<file path="src/rtl/ddrb_pkg.sv">
package ddrb_pkg;

   // command decoded at a K edge
   typedef enum logic [1:0] {
      OP_IDLE  = 2'd0,
      OP_READ  = 2'd1,
      OP_WRITE = 2'd2
   } op_e;

   // which edge closes the current cycle
   typedef enum logic {
      HALF_K  = 1'b0,
      HALF_KB = 1'b1
   } half_e;

endpackage

</file>
<file path="src/rtl/ddrb_phase.sv">
module ddrb_phase
   import ddrb_pkg::*;
(
   input  logic clk,
   input  logic rst_n,
   output logic k_edge
);

   half_e half_q;

   always_ff @(posedge clk or negedge rst_n) begin
      if (!rst_n) half_q <= HALF_K;
      else        half_q <= (half_q == HALF_K) ? HALF_KB : HALF_K;
   end

   assign k_edge = (half_q == HALF_K);

endmodule

</file>
<file path="src/rtl/ddrb_wreg.sv">
module ddrb_wreg #(
   parameter int AW = 4,
   parameter int DW = 32,
   parameter int NB = 4
) (
   input  logic          clk,
   input  logic          rst_n,
   input  logic          k_edge,
   input  logic          wr_cmd,
   input  logic [AW-1:0] cmd_addr,
   input  logic [DW-1:0] wdata,
   input  logic [NB-1:0] lane_we_n,
   input  logic          flush,
   output logic          commit_en,
   output logic          pend_valid,
   output logic          pend_full,
   output logic [AW-1:0] pend_addr,
   output logic [DW-1:0] pend_d0,
   output logic [DW-1:0] pend_d1,
   output logic [NB-1:0] pend_m0,
   output logic [NB-1:0] pend_m1
);

   logic          due0_q, due1_q;
   logic [AW-1:0] waddr_q;

   // commit the old burst on the edge that captures a new first beat,
   // or on a flush at a K edge
   assign commit_en = k_edge && pend_valid && (due0_q || flush);

   always_ff @(posedge clk or negedge rst_n) begin
      if (!rst_n) begin
         due0_q     <= 1'b0;
         due1_q     <= 1'b0;
         waddr_q    <= '0;
         pend_valid <= 1'b0;
         pend_full  <= 1'b0;
         pend_addr  <= '0;
         pend_d0    <= '0;
         pend_d1    <= '0;
         pend_m0    <= '0;
         pend_m1    <= '0;
      end else if (k_edge) begin
         due0_q <= wr_cmd;
         if (wr_cmd) waddr_q <= cmd_addr;
         if (due0_q) begin
            pend_addr  <= waddr_q;
            pend_d0    <= wdata;
            pend_m0    <= ~lane_we_n;
            pend_valid <= 1'b1;
            pend_full  <= 1'b0;
            due1_q     <= 1'b1;
         end else if (flush) begin
            pend_valid <= 1'b0;
            pend_full  <= 1'b0;
         end
      end else if (due1_q) begin
         pend_d1   <= wdata;
         pend_m1   <= ~lane_we_n;
         pend_full <= 1'b1;
         due1_q    <= 1'b0;
      end
   end

endmodule

</file>
<file path="src/rtl/ddrb_array.sv">
module ddrb_array #(
   parameter int DEPTH  = 16,
   parameter int AW     = 4,
   parameter int DW     = 32,
   parameter int NB     = 4,
   parameter int BYTE_W = 8
) (
   input  logic          clk,
   input  logic          rst_n,
   input  logic          we,
   input  logic [AW-1:0] waddr,
   input  logic [DW-1:0] wd0,
   input  logic [DW-1:0] wd1,
   input  logic [NB-1:0] wm0,
   input  logic [NB-1:0] wm1,
   input  logic [AW-1:0] raddr,
   output logic [DW-1:0] rd0,
   output logic [DW-1:0] rd1
);

   logic [1:0][DW-1:0] wd_all;
   logic [1:0][NB-1:0] wm_all;
   logic [1:0][DW-1:0] rd_all;

   assign wd_all = {wd1, wd0};
   assign wm_all = {wm1, wm0};

   // one bank per burst position
   for (genvar b = 0; b < 2; b++) begin : g_bank
      logic [DW-1:0] mem [DEPTH];

      always_ff @(posedge clk or negedge rst_n) begin
         if (!rst_n) begin
            for (int i = 0; i < DEPTH; i++) mem[i] <= '0;
         end else if (we) begin
            for (int l = 0; l < NB; l++)
               if (wm_all[b][l])
                  mem[waddr][l*BYTE_W +: BYTE_W] <= wd_all[b][l*BYTE_W +: BYTE_W];
         end
      end

      assign rd_all[b] = mem[raddr];
   end

   assign rd0 = rd_all[0];
   assign rd1 = rd_all[1];

endmodule

</file>
<file path="src/rtl/ddrb_rdout.sv">
module ddrb_rdout #(
   parameter int AW        = 4,
   parameter int DW        = 32,
   parameter int NB        = 4,
   parameter int BYTE_W    = 8,
   parameter bit IDLE_ZERO = 1'b1
) (
   input  logic          clk,
   input  logic          rst_n,
   input  logic          k_edge,
   input  logic          rd_cmd,
   input  logic [AW-1:0] cmd_addr,
   output logic [AW-1:0] raddr,
   input  logic [DW-1:0] arr0,
   input  logic [DW-1:0] arr1,
   input  logic          pend_valid,
   input  logic          pend_full,
   input  logic [AW-1:0] pend_addr,
   input  logic [DW-1:0] pend_d0,
   input  logic [DW-1:0] pend_d1,
   input  logic [NB-1:0] pend_m0,
   input  logic [NB-1:0] pend_m1,
   output logic [DW-1:0] rdata,
   output logic          rdata_valid,
   output logic          rdata_oe
);

   logic          rdue0_q, rdue1_q;
   logic [AW-1:0] ra_q;
   logic          hit;
   logic [NB-1:0] en0, en1;
   logic [DW-1:0] mg0, mg1;
   logic          drive_nxt;
   logic [DW-1:0] beat_nxt;

   assign raddr = ra_q;
   assign hit   = pend_valid && (pend_addr == ra_q);
   assign en0   = hit ? pend_m0 : '0;
   assign en1   = (hit && pend_full) ? pend_m1 : '0;

   // byte-granular merge of buffered write over array contents
   for (genvar l = 0; l < NB; l++) begin : g_lane
      assign mg0[l*BYTE_W +: BYTE_W] = en0[l] ? pend_d0[l*BYTE_W +: BYTE_W]
                                              : arr0[l*BYTE_W +: BYTE_W];
      assign mg1[l*BYTE_W +: BYTE_W] = en1[l] ? pend_d1[l*BYTE_W +: BYTE_W]
                                              : arr1[l*BYTE_W +: BYTE_W];
   end

   always_comb begin
      drive_nxt = 1'b0;
      beat_nxt  = mg0;
      if (!k_edge && rdue0_q) begin
         drive_nxt = 1'b1;
         beat_nxt  = mg0;
      end else if (k_edge && rdue1_q) begin
         drive_nxt = 1'b1;
         beat_nxt  = mg1;
      end
   end

   always_ff @(posedge clk or negedge rst_n) begin
      if (!rst_n) begin
         rdue0_q     <= 1'b0;
         rdue1_q     <= 1'b0;
         ra_q        <= '0;
         rdata_valid <= 1'b0;
         rdata_oe    <= 1'b0;
      end else begin
         rdata_valid <= drive_nxt;
         rdata_oe    <= drive_nxt;
         if (k_edge) begin
            rdue0_q <= rd_cmd;
            rdue1_q <= 1'b0;
            if (rd_cmd) ra_q <= cmd_addr;
         end else begin
            rdue1_q <= rdue0_q;
         end
      end
   end

   if (IDLE_ZERO) begin : g_idle_zero
      always_ff @(posedge clk or negedge rst_n) begin
         if (!rst_n) rdata <= '0;
         else        rdata <= drive_nxt ? beat_nxt : '0;
      end
   end else begin : g_idle_hold
      always_ff @(posedge clk or negedge rst_n) begin
         if (!rst_n)         rdata <= '0;
         else if (drive_nxt) rdata <= beat_nxt;
      end
   end

endmodule

</file>
<file path="src/rtl/ddrb_sram.sv">
module ddrb_sram
   import ddrb_pkg::*;
#(
   parameter int  DEPTH     = 16,
   parameter int  DW        = 32,
   parameter int  BYTE_W    = 8,
   parameter bit  IDLE_ZERO = 1'b1,
   localparam int AW        = $clog2(DEPTH),
   localparam int NB        = DW / BYTE_W
) (
   input  logic          clk,
   input  logic          rst_n,
   input  logic          sel_n,
   input  logic          is_read,
   input  logic [AW-1:0] addr,
   input  logic [DW-1:0] wdata,
   input  logic [NB-1:0] lane_we_n,
   input  logic          flush,
   output logic          k_half,
   output logic [DW-1:0] rdata,
   output logic          rdata_valid,
   output logic          rdata_oe
);

   if (DW % BYTE_W != 0) begin : g_bad_width
      $error("ddrb_sram: DW must be a multiple of BYTE_W");
   end
   if (DEPTH < 2 || (1 << AW) != DEPTH) begin : g_bad_depth
      $error("ddrb_sram: DEPTH must be a power of two, at least 2");
   end

   logic          k_edge;
   op_e           op;
   logic          rd_cmd, wr_cmd;
   logic          commit_en, pend_valid, pend_full;
   logic [AW-1:0] pend_addr, raddr;
   logic [DW-1:0] pend_d0, pend_d1, arr0, arr1;
   logic [NB-1:0] pend_m0, pend_m1;

   assign op     = sel_n ? OP_IDLE : (is_read ? OP_READ : OP_WRITE);
   assign rd_cmd = k_edge && (op == OP_READ);
   assign wr_cmd = k_edge && (op == OP_WRITE);
   assign k_half = k_edge;

   ddrb_phase u_phase (
      .clk    (clk),
      .rst_n  (rst_n),
      .k_edge (k_edge)
   );

   ddrb_wreg #(.AW(AW), .DW(DW), .NB(NB)) u_wreg (
      .clk        (clk),
      .rst_n      (rst_n),
      .k_edge     (k_edge),
      .wr_cmd     (wr_cmd),
      .cmd_addr   (addr),
      .wdata      (wdata),
      .lane_we_n  (lane_we_n),
      .flush      (flush),
      .commit_en  (commit_en),
      .pend_valid (pend_valid),
      .pend_full  (pend_full),
      .pend_addr  (pend_addr),
      .pend_d0    (pend_d0),
      .pend_d1    (pend_d1),
      .pend_m0    (pend_m0),
      .pend_m1    (pend_m1)
   );

   ddrb_array #(.DEPTH(DEPTH), .AW(AW), .DW(DW), .NB(NB), .BYTE_W(BYTE_W)) u_array (
      .clk   (clk),
      .rst_n (rst_n),
      .we    (commit_en),
      .waddr (pend_addr),
      .wd0   (pend_d0),
      .wd1   (pend_d1),
      .wm0   (pend_m0),
      .wm1   (pend_m1),
      .raddr (raddr),
      .rd0   (arr0),
      .rd1   (arr1)
   );

   ddrb_rdout #(.AW(AW), .DW(DW), .NB(NB), .BYTE_W(BYTE_W), .IDLE_ZERO(IDLE_ZERO)) u_rdout (
      .clk         (clk),
      .rst_n       (rst_n),
      .k_edge      (k_edge),
      .rd_cmd      (rd_cmd),
      .cmd_addr    (addr),
      .raddr       (raddr),
      .arr0        (arr0),
      .arr1        (arr1),
      .pend_valid  (pend_valid),
      .pend_full   (pend_full),
      .pend_addr   (pend_addr),
      .pend_d0     (pend_d0),
      .pend_d1     (pend_d1),
      .pend_m0     (pend_m0),
      .pend_m1     (pend_m1),
      .rdata       (rdata),
      .rdata_valid (rdata_valid),
      .rdata_oe    (rdata_oe)
   );

endmodule

</file>
<file path="config.mk">
export PLATFORM = sky130hd
export DESIGN_NAME = ddrb_sram
export DESIGN_NICKNAME = d
export VERILOG_FILES = /design/src/rtl/ddrb_pkg.sv /design/src/rtl/ddrb_phase.sv /design/src/rtl/ddrb_wreg.sv /design/src/rtl/ddrb_array.sv /design/src/rtl/ddrb_rdout.sv /design/src/rtl/ddrb_sram.sv
export SDC_FILE = /design/constraint.sdc
export NUM_CORES = 2
export LEC_CHECK = 0
export BUFFER_PORTS_ARGS = -buffer_cell sky130_fd_sc_hd__buf_2
export CAP_MARGIN = 20
export CORE_MARGIN = 3
export CORE_UTILIZATION = 55
export DETAILED_ROUTE_END_ITERATION = 8
export GPL_TIMING_DRIVEN = 0
export PLACE_DENSITY = 0.74
export SYNTH_ARGS = -nofsm -noshare
export SYNTH_HDL_FRONTEND = slang
export SYNTH_SLANG_ARGS = --single-unit
</file>
<file path="constraint.sdc">
create_clock -name clk -period 2.6 [get_ports clk]
set_clock_uncertainty 0.2 [all_clocks]
set_input_delay 0.65 -clock clk [delete_from_list [all_inputs] [get_ports clk]]
set_output_delay 0.65 -clock clk [all_outputs]
set_load 0.01 [all_outputs]
</file>
==> metrics.md <==
| Metric | Value |
|---|---|
| CTS Sinks | 1148 |
| Post-Synth XOR/XNOR Area | 0.0687% |
| Vias per cell | 6.41 |
| Arr. time, crit path | 3.17 ns |
| Multi-input gate area | 22100 sq um |
| CTS Hold Bufs | 5 |
| Area growth syn-to-layout | 17.9% |
| Reg2Reg Depth | 8 |
| Commonest non-fill, non-tap cell in the layout | dfrtp_1 |
| Crit path kind | register to register |
| Worst VDD drop | 0.000657 V |
| CTS Buffer Depth | 3 |
| Kind of end point of the critical path | register |
| Die Wd | 311 um |
| Port buffer count | 79 |
| Final min period | 2.85 ns |
| Core area | 91800 sq um |
| Sequential area share after synthesis | 56.3% |
| H-tree lvl count | 3 |
| Reg2Reg Setup Slack | -0.25 ns |
| Num CTS Buffers | 114 |
| CTS tree | built |
| Fin crit share | 109% |
| CP cell instances | buf_12, buf_16, buf_16, mux4_2, a22oi_2, nand2_2, a22o_1, a221o_1 |
| Critical-path top delay cell | mux4_2 |
| Total gr overflow | 0 |
| Worst-skew pair later-pin latency | 0.70 ns |
| Vias in the first global route | 33516 |
| Worst setup margin | -0.245 ns |
| Vias | 31269 |
| Final wirelength | 146000 um |
| Status | complete, but fails checks |
| Worst Max-Slew Pin Slew | 1.03 ns |
| Die area | 96500 sq um |
| Critical path startpoint category | register |
| Antenna-violating nets left | 0 |
| DR WL/cell | 29.9 um |
| Final setup fails | 32 |
| Post-Synth Simple-Gate Area | 2.51% |
| Fraction of layout cells with a size suffix above 1 | 56.5% |
| Synth Area in Adders | 0% |
| Worst EP required | 2.93 ns |
| Global-route wire length before repair | 215000 um |
| Post-route setup TNS | -4.74 ns |
| # IOs | 80 |
| Number of remaining DRC errors | 0 |
| Max Cap Viol | 0 |
| Syn_nets | 3290 |
| Relative slew slack | 31.1% |
| Netlist cell types | 34 |
| Drt pass-1 iters | 8 |
| Synth Warn # | 0 |
| CP delay by family, top | compound AO/OA/AOI/OAI gates |
| Placer Congestion | 0.915 |
| Slowest stage delay, CP | 0.54 ns |
| Synth Area per Inst | 15.7 sq um |
| Storage element area | 28700 sq um |
| RSZ-0062 raised after global routing | yes |
| NumNets Final | 3582 |
| Fin. Hold Viols | 80 |
| Max Slew Vio Count | 0 |
| Initial Utilization | 55.6% |
| Most frequent CP cell | buf_16 |
| HP Class | input pin to async pin |
| Dpl hpwl | 101000 um |
| Row count | 111 |
| CTS root buffer | clkbuf_16 |
| Synth Instances | 3245 |
| Failing checks | hold timing, setup timing |
| Achievable Freq | 351 MHz |
| Synth Area in Compound Gates | 3.21% |
| Hold slack | -0.325 ns |
| Lkg Pwr | 29.0 nW |
| Initial antenna violation count | 5 |
| Levels on crit path | 8 |
| Flops & latches, synth | 1148 |
| Most frequent cells in the layout | dfrtp_1, mux2_2, mux4_2 |
| Largest net degree at the start of global routing | 193 |
| CP bufs+invs | 3 |
| Die height | 311 um |
| Post-Syn Area | 51000 sq um |
| Power per Cell Area | 853 nW/um^2 |
| Reg clk slew, reported paths | 0.06 ns |
| Mux cell area share after synthesis | 35.7% |
| Fillcell total | 6171 |
| Crit Path Max Fanout | 10 |
| Drt initial violations | 3060 |
| GR Util All Layers | 30.0% |
| Main combinational cell family by area after synthesis | multiplexers |
## through the flow
| stage | worst slack, ns | utilization [%] | instance area, sq um | power (W) | cells |
|---|---|---|---|---|---|
| after floorplan | 0.127 | - | 51000 | 0.0292 | 3245 |
| after global placement | -21.88 | 57.7 | 53000 | 0.0320 | 4567 |
| after detailed placement | -1.32 | 58.3 | 53500 | 0.0329 | 4592 |
| after CTS | -0.204 | 64.8 | 59500 | 0.0510 | 4855 |
| after global routing | -0.236 | 65.5 | 60200 | 0.0532 | 4879 |
| final | -0.245 | 65.5 | 60200 | 0.0513 | 4881 |
## sequential cells by signal, indices dropped and copies added, names as in the netlist
| name | cells |
|---|---|
| u_array.g_bank.mem | 1024 |
| u_rdout.rdata | 32 |
| u_wreg.pend_d0 | 32 |
| u_wreg.pend_d1 | 32 |
| u_rdout.raddr | 4 |
| u_wreg.pend_addr | 4 |
| u_wreg.pend_m0 | 4 |
| u_wreg.pend_m1 | 4 |
| u_wreg.waddr_q | 4 |
| u_phase.half_q | 1 |
| u_rdout.rdata_valid | 1 |
| u_rdout.rdue0_q | 1 |
| u_rdout.rdue1_q | 1 |
| u_wreg.due0_q | 1 |
| u_wreg.due1_q | 1 |
| u_wreg.pend_full | 1 |
| u_wreg.pend_valid | 1 |
## power breakdown
group          internal, W  total [W]  switching [W]
logic              0.00573     0.0112        0.00549
registers           0.0213     0.0230        0.00174
clock network       0.0100     0.0171        0.00710
## synth_stat cells (all sizes together)
library cell | n | area share, %
a21o | 2 | 0.029
a21oi | 5 | 0.049
a221o | 32 | 0.63
a22o | 32 | 0.55
a22oi | 122 | 1.8
a31oi | 4 | 0.049
a41oi | 4 | 0.069
and2 | 10 | 0.12
buf | 133 | 1.3
clkbuf | 120 | 0.88
dfrtp | 1148 | 56
inv | 6 | 0.044
mux2 | 1100 | 24
mux2i | 6 | 0.12
mux4 | 256 | 11
nand2 | 204 | 1.8
nand2b | 4 | 0.049
nand3 | 5 | 0.049
nand3b | 2 | 0.029
nor2 | 23 | 0.17
nor2b | 3 | 0.037
nor3 | 12 | 0.23
nor3b | 2 | 0.029
nor4 | 1 | 0.025
o21ai | 4 | 0.039
or2 | 1 | 0.012
xnor2 | 1 | 0.017
xor2 | 3 | 0.051
## path summary, 6_finish.rpt
check | start | to
min in group clk | wdata[29] | u_wreg.pend_d1[29]
worst max register to register | u_rdout.raddr[0] | u_rdout.rdata[12]
worst min register to register | u_array.g_bank[0].mem[37] | u_array.g_bank[0].mem[37]
max in group asynchronous | rst_n | u_array.g_bank[0].mem[71]
worst max-delay path | u_rdout.raddr[0] | u_rdout.rdata[12]
worst min-delay path | rst_n | u_array.g_bank[1].mem[30]
## logic make-up (layout without fill, tap and decap cells)
logic type	Yosys count	count (layout)
muxes	1362	1362
DFF	1148	1148
and+or+nand+nor	267	267
buffers and inverters	259	650
AOI/OAI and AO/OA	205	205
xor gates and xnor gates	4	4
other	0	2
## routing by layer
metal / track usage, % / vias up / share of wire [%]
li1: - / 12765 / -
met1: 41.5 / 16783 / 40
met2: 46.5 / 1378 / 46
met3: 6.87 / 343 / 8.8
met4: 12.3 / 0 / 4.4
met5: 0 / - / 0
## what timing repair did
item,CTS,global route
gates cloned,8,6
hold endpoints to repair,86,80
endpoints found under the setup margin,792,543
pin swaps,61,43
setup buffers,40,20
resized for setup,384,89
## area by class of cell
class / instances / area share [%]
flip-flops and latches: 1148 / 47.7
well taps: 1243 / 2.58
clock inverters: 49 / 0.996
clock buffers: 166 / 5.55
inverters: 6 / 0.0374
multi-input cells: 1838 / 36.7
repair buffers: 182 / 3.31
diodes: 2 / 0.00832
plain buffers: 247 / 3.10
Power figures use the tool's default switching activity.
